## src/rtl/csla_pkg.sv

```systemverilog
package csla_pkg;

  // Width of group g for an n-bit adder: 2, 2, 3, 4, 5, ... with the top cut to fit.
  function automatic int grp_width(input int n, input int g);
    int used;
    int w;
    used = 0;
    w = 0;
    for (int i = 0; i <= g; i++) begin
      w = (i < 2) ? 2 : i + 1;
      if (used + w > n) w = n - used;
      if (w < 0) w = 0;
      used = used + w;
    end
    return w;
  endfunction

  // Lowest bit index of group g.
  function automatic int grp_lsb(input int n, input int g);
    int acc;
    acc = 0;
    for (int i = 0; i < g; i++) acc = acc + grp_width(n, i);
    return acc;
  endfunction

  // Number of groups needed to cover n bits.
  function automatic int grp_count(input int n);
    int used;
    int cnt;
    used = 0;
    cnt = 0;
    for (int i = 0; i < n; i++) begin
      if (used < n) begin
        used = used + grp_width(n, i);
        cnt = cnt + 1;
      end
    end
    return cnt;
  endfunction

endpackage

```

## src/rtl/csla_rca.sv

```systemverilog
module csla_rca #(
  parameter int W = 4
) (
  input  logic [W-1:0] a_i,
  input  logic [W-1:0] b_i,
  input  logic         cin_i,
  output logic [W-1:0] sum_o,
  output logic         cout_o
);
  logic [W:0] chain;

  assign chain[0] = cin_i;

  for (genvar i = 0; i < W; i++) begin : gen_fa
    assign sum_o[i]     = a_i[i] ^ b_i[i] ^ chain[i];
    assign chain[i + 1] = (a_i[i] & b_i[i]) | (chain[i] & (a_i[i] ^ b_i[i]));
  end

  assign cout_o = chain[W];

  // the ripple stage is an exact adder.
  always_comb begin
    a_r1_rca_exact: assert ({cout_o, sum_o} ==
                            ({1'b0, a_i} + {1'b0, b_i} + (W + 1)'(cin_i)))
      else $error("ripple stage result wrong");
  end
endmodule

```

## src/rtl/csla_bec.sv

```systemverilog
module csla_bec #(
  parameter int W = 5
) (
  input  logic [W-1:0] val_i,
  output logic [W-1:0] inc_o
);
  logic [W-1:0] below_ones;

  assign below_ones[0] = 1'b1;
  assign inc_o[0]      = ~val_i[0];

  for (genvar i = 1; i < W; i++) begin : gen_bit
    assign below_ones[i] = below_ones[i - 1] & val_i[i - 1];
    assign inc_o[i]      = val_i[i] ^ below_ones[i];
  end

  // the converter output is the input plus one, wrapping at W bits.
  always_comb begin
    a_r4_add_one: assert (inc_o == W'(val_i + W'(1)))
      else $error("add-one converter wrong");
  end
endmodule

```

## src/rtl/csla_group.sv

```systemverilog
module csla_group #(
  parameter int W = 3
) (
  input  logic [W-1:0] a_i,
  input  logic [W-1:0] b_i,
  input  logic         cin_i,
  output logic [W-1:0] sum_o,
  output logic         cout_o
);
  logic [W-1:0] sum_zero;
  logic         carry_zero;
  logic [W:0]   cand_one;

  csla_rca #(.W(W)) u_rca (
    .a_i   (a_i),
    .b_i   (b_i),
    .cin_i (1'b0),
    .sum_o (sum_zero),
    .cout_o(carry_zero)
  );

  csla_bec #(.W(W + 1)) u_bec (
    .val_i({carry_zero, sum_zero}),
    .inc_o(cand_one)
  );

  assign {cout_o, sum_o} = cin_i ? cand_one : {carry_zero, sum_zero};

  // the selected carry and sum together form the exact group sum.
  always_comb begin
    a_r6_group_select: assert ({cout_o, sum_o} ==
                               ({1'b0, a_i} + {1'b0, b_i} + (W + 1)'(cin_i)))
      else $error("group selection wrong");
  end
endmodule

```

## src/rtl/sqrt_csla.sv

```systemverilog
module sqrt_csla #(
  parameter int WIDTH = 16
) (
  input  logic [WIDTH-1:0] a_i,
  input  logic [WIDTH-1:0] b_i,
  input  logic             cin_i,
  output logic [WIDTH-1:0] sum_o,
  output logic             cout_o
);
  import csla_pkg::*;

  localparam int NG = grp_count(WIDTH);
  localparam int W0 = grp_width(WIDTH, 0);

  for (genvar g = 0; g < NG; g++) begin : gen_grp
    localparam int LSB = grp_lsb(WIDTH, g);
    localparam int GW  = grp_width(WIDTH, g);
    logic co;
    if (g == 0) begin : gen_low
      csla_rca #(.W(GW)) u_low (
        .a_i   (a_i[LSB +: GW]),
        .b_i   (b_i[LSB +: GW]),
        .cin_i (cin_i),
        .sum_o (sum_o[LSB +: GW]),
        .cout_o(co)
      );
    end else begin : gen_sel
      csla_group #(.W(GW)) u_sel (
        .a_i   (a_i[LSB +: GW]),
        .b_i   (b_i[LSB +: GW]),
        .cin_i (gen_grp[g - 1].co),
        .sum_o (sum_o[LSB +: GW]),
        .cout_o(co)
      );
    end
  end

  // Carry leaving the lowest group, named for the assertion below.
  logic low_carry;
  assign low_carry = gen_grp[0].co;
  assign cout_o    = gen_grp[NG - 1].co;

  always_comb begin
    // the lowest group adds its bits plus the external carry-in.
    a_r9_low_group: assert ({low_carry, sum_o[W0-1:0]} ==
                            ({1'b0, a_i[W0-1:0]} + {1'b0, b_i[W0-1:0]} + (W0 + 1)'(cin_i)))
      else $error("lowest group wrong");
    // whole-word result.
    a_r1_full_sum: assert ({cout_o, sum_o} ==
                           ({1'b0, a_i} + {1'b0, b_i} + (WIDTH + 1)'(cin_i)))
      else $error("adder result wrong");
  end
endmodule

```

## config.mk

```make
export PLATFORM = sky130hd
export DESIGN_NAME = sqrt_csla
export DESIGN_NICKNAME = d
export VERILOG_FILES = /design/src/rtl/csla_pkg.sv /design/src/rtl/csla_rca.sv /design/src/rtl/csla_bec.sv /design/src/rtl/csla_group.sv /design/src/rtl/sqrt_csla.sv
export SDC_FILE = /design/constraint.sdc
export NUM_CORES = 1
export LEC_CHECK = 0
export ABC_AREA = 1
export BUFFER_PORTS_ARGS = -buffer_cell sky130_fd_sc_hd__buf_2
export CAP_MARGIN = 20
export CORE_MARGIN = 2
export CORE_UTILIZATION = 50
export DETAILED_ROUTE_END_ITERATION = 10
export PLACE_DENSITY = 0.89
export SETUP_SLACK_MARGIN = 0.05
export SYNTH_ARGS = -nofsm -noshare
export SYNTH_HDL_FRONTEND = slang
export SYNTH_SLANG_ARGS = --single-unit
```

## constraint.sdc

```tcl
create_clock -name vclk -period 5
set_input_delay 0.25 -clock vclk [all_inputs]
set_output_delay 0.25 -clock vclk [all_outputs]
set_load 0.05 [all_outputs]
```

# == Word-level counts from Yosys, hierarchy flattened ==
# Cells that the tools add are included.
# op_classes
mux,4
n_bitwise,96
# op_table
op,n
$xor 1x1->1,42
$and 1x1->1,38
$or 1x1->1,12
$mux 6,1
$mux 5,1
$mux 4,1
$not 1->1,4
$mux 3,1
# word_totals
ff_bits,0
in_bits,33
out_inout_bits,17
elab_cells,100

# == Depth between registers and ports, before layout ==
# Gate-level depths: netlist of the first run.
# depth
ltp_word,11
mapped_depth,13
ltp_nobuf,13

# == Modules after synthesis ==
# From an unflattened synthesis of the first run, not the netlist that was laid out.
# unflattened
hier_cells,158
area_unflattened_um2,940.9
# by_module_without_submodules
mod,n_inst,cells_each,area_each_um2,seq_area_each_um2
csla_rca at gen_grp[0].gen_low.u_low ...,2,10,70.1,0.0
csla_rca at gen_grp[4].gen_sel.u_sel.u_rca,1,15,137.6,0.0
csla_rca at gen_grp[3].gen_sel.u_sel.u_rca,1,14,117.6,0.0
csla_rca at gen_grp[2].gen_sel.u_sel.u_rca,1,13,97.6,0.0
csla_group at gen_grp[4].gen_sel.u_sel,1,20,75.1,0.0
csla_bec at gen_grp[4].gen_sel.u_sel.u_bec,1,10,72.6,0.0
csla_group at gen_grp[3].gen_sel.u_sel,1,17,63.8,0.0
csla_bec at gen_grp[3].gen_sel.u_sel.u_bec,1,9,60.1,0.0
csla_group at gen_grp[2].gen_sel.u_sel,1,14,52.6,0.0
csla_bec at gen_grp[2].gen_sel.u_sel.u_bec,1,8,47.5,0.0
csla_group at gen_grp[1].gen_sel.u_sel,1,11,41.3,0.0
csla_bec at gen_grp[1].gen_sel.u_sel.u_bec,1,7,35.0,0.0

# == Worst setup path before layout of the first run ==
# OpenSTA, ideal clock, no wires.
# synth_path
kind,in2out
start,in a_i[7]
end,out sum_o[10]
t_arrival_ns,2.754
t_required_ns,4.750
path_slack_ns,1.996
path_stages,9
path_buffers,0
path_cell_list,ha_1 -> inv_1 -> fa_1 -> fa_1 -> fa_1 -> inv_1 -> ha_1 -> nor2_1 -> a21oi_1
# synth_between
elab_chain_len,8
word_cells_on_any_way,13
cone_classes,1 x mux; 12 x bitwise
# synth_lines
element,line_no,text
from (decl),sqrt_csla.sv:4,"input logic [WIDTH-1:0] a_i,"
$and 1x1->1 (2 in series),csla_rca.sv:16,assign chain[i + 1] = (a_i[i] & b_i[i]) | (chain[i] & (a_i[i] ^ b_i[i]));
$or 1x1->1,csla_rca.sv:16,
$and 1x1->1,csla_rca.sv:16,
$or 1x1->1,csla_rca.sv:16,
$xor 1x1->1,csla_rca.sv:15,assign sum_o[i] = a_i[i] ^ b_i[i] ^ chain[i];
$xor 1x1->1,csla_bec.sv:14,assign inc_o[i] = val_i[i] ^ below_ones[i];
$mux 5 *,csla_group.sv:27,"assign {cout_o, sum_o} = cin_i ? cand_one : {carry_zero, sum_zero};"
to (decl),sqrt_csla.sv:7,"output logic [WIDTH-1:0] sum_o,"
# Every way passes the cells marked *; elsewhere a longest branch is shown, timed or not.

# == Final worst setup path of the first run ==
# layout_path
start,in a_i[7]
end,out cout_o
# layout_between
elab_chain_len,10
word_cells_on_any_way,17
cone_classes,2 x mux; 15 x bitwise
# layout_lines
element,line_no,text
$and 1x1->1 (2 in series),csla_rca.sv:16,
$or 1x1->1,csla_rca.sv:16,
$and 1x1->1,csla_rca.sv:16,
$or 1x1->1,csla_rca.sv:16,
$and 1x1->1 / $xor 1x1->1 (equally long branches),"csla_rca.sv:16, csla_rca.sv:15",
$or 1x1->1 / $and 1x1->1 (equally long branches),"csla_rca.sv:16, csla_bec.sv:13",
$xor 1x1->1,csla_bec.sv:14,
$mux 5 *,csla_group.sv:27,
$mux 6 *,csla_group.sv:27,
to (decl),sqrt_csla.sv:8,output logic cout_o
# Marked as above.

==> results of run 1 <==
==> cell usage after synthesis (all sizes together) <==
cell type and instances:
nand3 16, xnor2 4, mux2 1, nand2 17, o21ai 1, a21oi 3
inv 38, xor2 2, ha 14, fa 12, nor2 3
==> report_power, final <==
group          switching (W)  internal, W
Sequential                 0            0
Combinational       0.000244    0.0000962
Clock                      0            0
Total               0.000244    0.0000962
==> per-stage QoR <==
| step | std cells | area, µm² | utilization, % | setup slack (ns) |
|---|---|---|---|---|
| floorplan | 111 | 896 | - | 2.00 |
| global placement | 186 | 1180 | 68.9 | 1.92 |
| detailed placement | 186 | 1180 | 68.9 | 1.85 |
| CTS | 186 | 1180 | 68.9 | 1.84 |
| global route | 186 | 1180 | 68.9 | 1.70 |
| finish | 186 | 1180 | 68.9 | 1.84 |
==> cell type report <==
| class | count | area [µm²] |
|---|---|---|
| multi-input combinational | 73 | 753 |
| tap | 25 | 31.3 |
| timing repair buffer | 50 | 250 |
| inverter | 38 | 143 |
| fill | 142 | 531 |
==> per-layer routing <==
layer  GRT usage [%]  vias to the layer above  wire length [µm]
met2            35.3                       38               898
li1                -                      433                 -
met3               0                        4               101
met1            19.4                      391               643
met4            3.43                        0                36
met5               0                        -                 0
==> cells by family (layout without fill, tap and decap cells) <==
group           after synthesis  in the layout  synth area share [%]
compound gates                4              4                  2.23
xor+xnor                      6              6                  6.70
fa+ha+maj                    26             26                  46.4
buf+inv                      38             88                  15.9
mux                           1              1                  1.26
simple gates                 36             36                  27.5
==> worst min-delay path, delay by kind of cell <==
kind | cells | cell delay (ns)
buf+inv | 2 | 0.33
fa+ha+maj | 1 | 0.14
==> worst max path at each step <==
stage / start / endpoint / slack, ns / cells after the start
after global routing: a_i[7] / cout_o / 1.70 / 14
after CTS: a_i[7] / cout_o / 1.84 / 14
final: a_i[7] / cout_o / 1.84 / 14
after floorplan: a_i[7] / sum_o[10] / 2.00 / 9
after global placement: a_i[7] / sum_o[15] / 1.92 / 14
after detailed placement: a_i[7] / cout_o / 1.85 / 14
==> qor.csv, run 1 <==
stage,metric,value,unit
critical_path,cp.buffers_inverters,5,
sta,slew_violations,0,
flow_run,maxCapViolations,0,
cells_and_area,nets,222,
sta,setup_violations,0,
cells_and_area,drive_above_1_share,39.8,%
die,ios,50,
power_and_ir_drop,p_per_area,289,nW/µm²
critical_path,slowest_delay,0.51,ns
critical_path,end_kind,output port,
die,coreArea,1710,µm²
sta,clock.fmax,0.316,GHz
placement,dp.final_hpwl,1600,µm
die,die_area,2150,µm²
placement,place_congestion,0.732,
critical_path,path_delay_family,adder cells,
sta,worst_pin_slew,0.268,ns
sta,post-route-period-util,63.2,%
placement,portBuffers,50,
grt,grt_max_degree,10,
die,die_w,46.3,µm
grt,grt_pass1_wl,2820,µm
route,drtIter0Drc,2,
logic_synthesis,syn_nets,170,
hold_path,min_to,sum_o[0],
outcome,outcome,"finished, final reports clean",
cells_and_area,regArea,0,µm²
cts,hold_buffers,0,
logic_synthesis,yosysWarnings,0,
cells_and_area,n_antenna_cell,0,
logic_synthesis,syn_area,896,µm²
sta,slew_headroom,82.0,%
power_and_ir_drop,p_total,0.000340,W
logic_synthesis,ys_types,18,
grt,grt_overflow,0,
cells_and_area,final_common_cell,buf_2,
power_and_ir_drop,ir_drop,0.000186,V
critical_path,worstPathCellList,buf_2 -> ha_1 -> inv_1 -> fa_1 -> fa_1 -> fa_1 -> inv_1 -> ha_1 -> xor2_2 -> inv_1 -> nand3_2 -> nand3_1 -> nand2_1 -> buf_2,
cells_and_area,layout_common_cells,"buf_2 (50), inv_1 (37), ha_1 (14), nand3_1 (12), fa_1 (12)",
grt,grt_usage,17.2,%
hold_path,hold_start,cin_i,
cells_and_area,nClkBuffers,0,
route,vias,866,
sta,final.min_clock_period,3.16,ns
critical_path,required,4.75,ns
route,drtPass1Iterations,4,
logic_synthesis,yosys.area.top_type,fa_1,
logic_synthesis,synth.top_cell.area_share,26.8,%
sta,setup_tns,0,ns
cts,cts_setup_buffers,0,
logic_synthesis,yosysSeqAreaShare,0,%
logic_synthesis,synthTopCellsByArea,"fa_1 (27%), ha_1 (20%), inv_1 (16%)",
critical_path,path_class,primary input to output port,
logic_synthesis,synthCells,111,
logic_synthesis,syn_avg_cell_area,8.07,µm²
route,routed_via_density,4.66,
critical_path,slowest_stage,fa_1,
critical_path,critical_path_arrival,2.91,ns
grt,antenna_found_initial,0,
grt,grt_pass1_vias,744,
sta,rsz0062_at_grt,no,
route,drcViolationCount,0,
hold_path,min_delay_path_depth,3,
cells_and_area,syn_to_final_growth,31.4,%
route,wl_per_cell,9.03,µm
die,start_util,52.5,%
route,drtAntennaViolNets,0,
die,row_count,15,
sta,timing.hold.ws,0.979,ns
critical_path,startpoint_type,primary input,
hold_path,hold_class,primary input to output port,
power_and_ir_drop,p_leak,0.744,nW
sta,final_hold_viol_count,0,
critical_path,crit_path_max_fanout,6,
route,routed_wl,1680,µm
cts,cts_resized,0,
cells_and_area,flops_and_latches,0,
die,die_y,46.3,µm
(Power assumes the default switching activity.)
==> run 2, diff against run 1 <==
--- a/config.mk
+++ b/config.mk
@@ -5,13 +5,13 @@
 export SDC_FILE = /design/constraint.sdc
 export NUM_CORES = 1
 export LEC_CHECK = 0
-export ABC_AREA = 1
+export ABC_AREA = 0
 export BUFFER_PORTS_ARGS = -buffer_cell sky130_fd_sc_hd__buf_2
 export CAP_MARGIN = 20
 export CORE_MARGIN = 2
-export CORE_UTILIZATION = 50
+export CORE_UTILIZATION = 42
 export DETAILED_ROUTE_END_ITERATION = 10
-export PLACE_DENSITY = 0.89
+export PLACE_DENSITY = 0.8
 export SETUP_SLACK_MARGIN = 0.05
 export SYNTH_ARGS = -nofsm -noshare
 export SYNTH_HDL_FRONTEND = slang
==> constraint.sdc (replaced) <==
create_clock -name vclk -period 2.6
set_input_delay 0.13 -clock vclk [all_inputs]
set_output_delay 0.13 -clock vclk [all_outputs]
set_load 0.05 [all_outputs]
==> qor.csv, run 2 <==
stage,metric,value,unit,change
cells_and_area,nets,227,,+2.3%
cells_and_area,flops_and_latches,0,,unchanged
power_and_ir_drop,p_leak,0.837,nW,+13%
die,die_area,2420,µm²,+13%
cells_and_area,final_area,1590,µm²,+35%
route,dr_wl_met2,1430,µm,+59%
critical_path,end_kind,output port,,
critical_path,path_class,primary input to output port,,
placement,dp.final_hpwl,1730,µm,+8.5%
die,row_count,16,,+1
sta,worst_pin_slew,0.355,ns,+0.0866 ns
critical_path,required,2.47,ns,-2.28 ns
critical_path,startpoint_type,primary input,,
placement,dpl.cell_count,190,,+2.2%
logic_synthesis,yosys.cell_count.top_type,inv_1,,
cells_and_area,layout_common_cells,"buf_2 (36), inv_1 (25), buf_4 (18), buf_6 (16), ha_1 (9)",,
sta,setup_violations,6,,+6
logic_synthesis,yosysSeqAreaShare,0,%,unchanged
route,highest_layer,met4,,
route,met1Wirelength,744,µm,+16%
outcome,violations,setup timing,,
logic_synthesis,syn_nets,154,,-9.4%
die,ios,50,,unchanged
die,coreArea,1940,µm²,+14%
route,drtAntennaViolNets,0,,unchanged
die,start_util,44.1,%,-8.3 points
logic_synthesis,ys_types,21,,+3
hold_path,min_delay_path_depth,4,,+1
cells_and_area,n_antenna_cell,0,,unchanged
die,die_y,49.2,µm,+6.1%
route,vias,903,,+4.3%
cells_and_area,postLayoutCoreUtil,81.6,%,+13 points
logic_synthesis,synth.top_cell.area_share,28.0,%,+1.2 points
logic_synthesis,ys_top_cells_by_count,"inv_1 (31), ha_1 (14), fa_1 (12)",,
placement,place_congestion,0.809,,+11%
cells_and_area,regArea,0,µm²,unchanged
route,drtIter0Drc,2,,unchanged
grt,grt_overflow,0,,unchanged
logic_synthesis,yosysWarnings,0,,unchanged
route,routed_wl,2320,µm,+38%
critical_path,critical_path_arrival,3.09,ns,+0.18 ns
sta,final_hold_viol_count,0,,unchanged
sta,rsz0062_at_grt,yes,,
cells_and_area,finalNonFillerCells,193,,+3.8%
cells_and_area,drive_above_1_share,66.9,%,+27 points
outcome,outcome,"complete, but fails checks",,
placement,place_area,1350,µm²,+15%
hold_path,hold_class,primary input to output port,,
logic_synthesis,synthTopCellsByArea,"fa_1 (28%), ha_1 (20%), inv_1 (14%)",,
route,wl_per_cell,12.0,µm,+33%
grt,grt_pass1_wl,4060,µm,+44%
grt,grt_pass1_vias,1032,,+39%
sta,clock.fmax,0.310,GHz,
route,drtPass1Iterations,3,,-1
cells_and_area,syn_to_final_growth,85.0,%,
sta,slew_violations,0,,unchanged
route,wl_met3,86,µm,-15%
logic_synthesis,synthCells,95,,-14%
critical_path,crit_path_max_fanout,2,,-4
power_and_ir_drop,p_total,0.000756,W,+120%
grt,antenna_found_initial,0,,unchanged
logic_synthesis,yosys.area.top_type,fa_1,,
power_and_ir_drop,p_per_area,477,nW/µm²,+65%
logic_synthesis,syn_area,857,µm²,-4.3%
cts,hold_buffers,0,,unchanged
die,die_w,49.2,µm,+6.1%
route,drcViolationCount,0,,unchanged
grt,grt_usage,21.2,%,+3.9 points
power_and_ir_drop,ir_drop,0.000551,V,+200%
cells_and_area,final_common_cell,buf_2,,
sta,setup_slack,-0.625,ns,-2.46 ns
placement,portBuffers,50,,unchanged
flow_run,maxCapViolations,0,,unchanged
sta,final.min_clock_period,3.22,ns,
grt,grt_max_degree,7,,-3
sta,post-route-period-util,124,%,
cells_and_area,nClkBuffers,0,,unchanged
route,routed_via_density,4.68,,+0.49%
sta,slew_headroom,76.1,%,-5.9 points
logic_synthesis,syn_avg_cell_area,9.02,µm²,+12%
## run 2: changes by cell type after synthesis, sizes merged, moves of 3 or more
cell   before  now
nand3      16    0
nand2      17    6
a21oi       3    0
o21ai       1    5
mux2        1    7
inv        38   31
## run 2: through the flow
| step | hold slack (ns) | TNS [ns] | worst slack [ns] |
|---|---|---|---|
| 2_1_floorplan | 0.645 | -2.74 | -0.547 |
| 3_3_place_gp | 0.741 | -3.57 | -0.618 |
| 3_5_place_dp | 0.738 | -4.00 | -0.749 |
| 4_1_cts | 0.723 | -2.48 | -0.644 |
| 5_1_grt | 0.743 | -3.28 | -0.703 |
| 6_report | 0.717 | -2.35 | -0.625 |
## run 2: timing repair
action / CTS / global route
endpoints found under the setup margin: 10 / 10
cloned: 0 / 0
resized for setup: 53 / 3
setup buffers: 2 / 1
pin swaps: 7 / 3
## run 2: worst max-delay path: stages
cell and delay, ns:
buf_2 0.08, ha_1 0.14, inv_1 0.05, fa_2 0.33, fa_2 0.34, inv_2 0.06, fa_1 0.15, inv_1 0.05
fa_1 0.46, inv_2 0.08, ha_2 0.17, or4b_1 0.44, o311a_1 0.16, a221oi_4 0.28, buf_6 0.19
## run 2: path summary, 6_finish.rpt
kind,to,slack (ns),from
hold / removal,sum_o[4],0.72,b_i[4]
setup / recovery,cout_o,-0.62,a_i[11]
## run 2: cell families after synthesis
kind of cell               count (synthesis)  synth area share [%]
AOI/OAI and AO/OA                          8                  7.30
xor gates and xnor gates                   7                  8.03
adders and majority gates                 26                  48.5
buffers and inverters                     31                  13.6
muxes                                      8                  11.8
and+or+nand+nor                           15                  10.8
## run 2: metal layers
metal,global-route usage [%],vias up
met4,4.76,0
met5,0,-
met2,47.7,27
met3,1.84,6
met1,18.9,432
li1,-,438
## run 2: final cells by class
type	count	area, µm²
multi-input combinational	64	925
timing repair buffer	71	510
fill	126	357
inverter	31	116
tap	27	33.8
## run 2: report_power, final
| group | internal (W) | switching (W) |
|---|---|---|
| Sequential | 0 | 0 |
| Clock | 0 | 0 |
| Combinational | 0.000313 | 0.000443 |
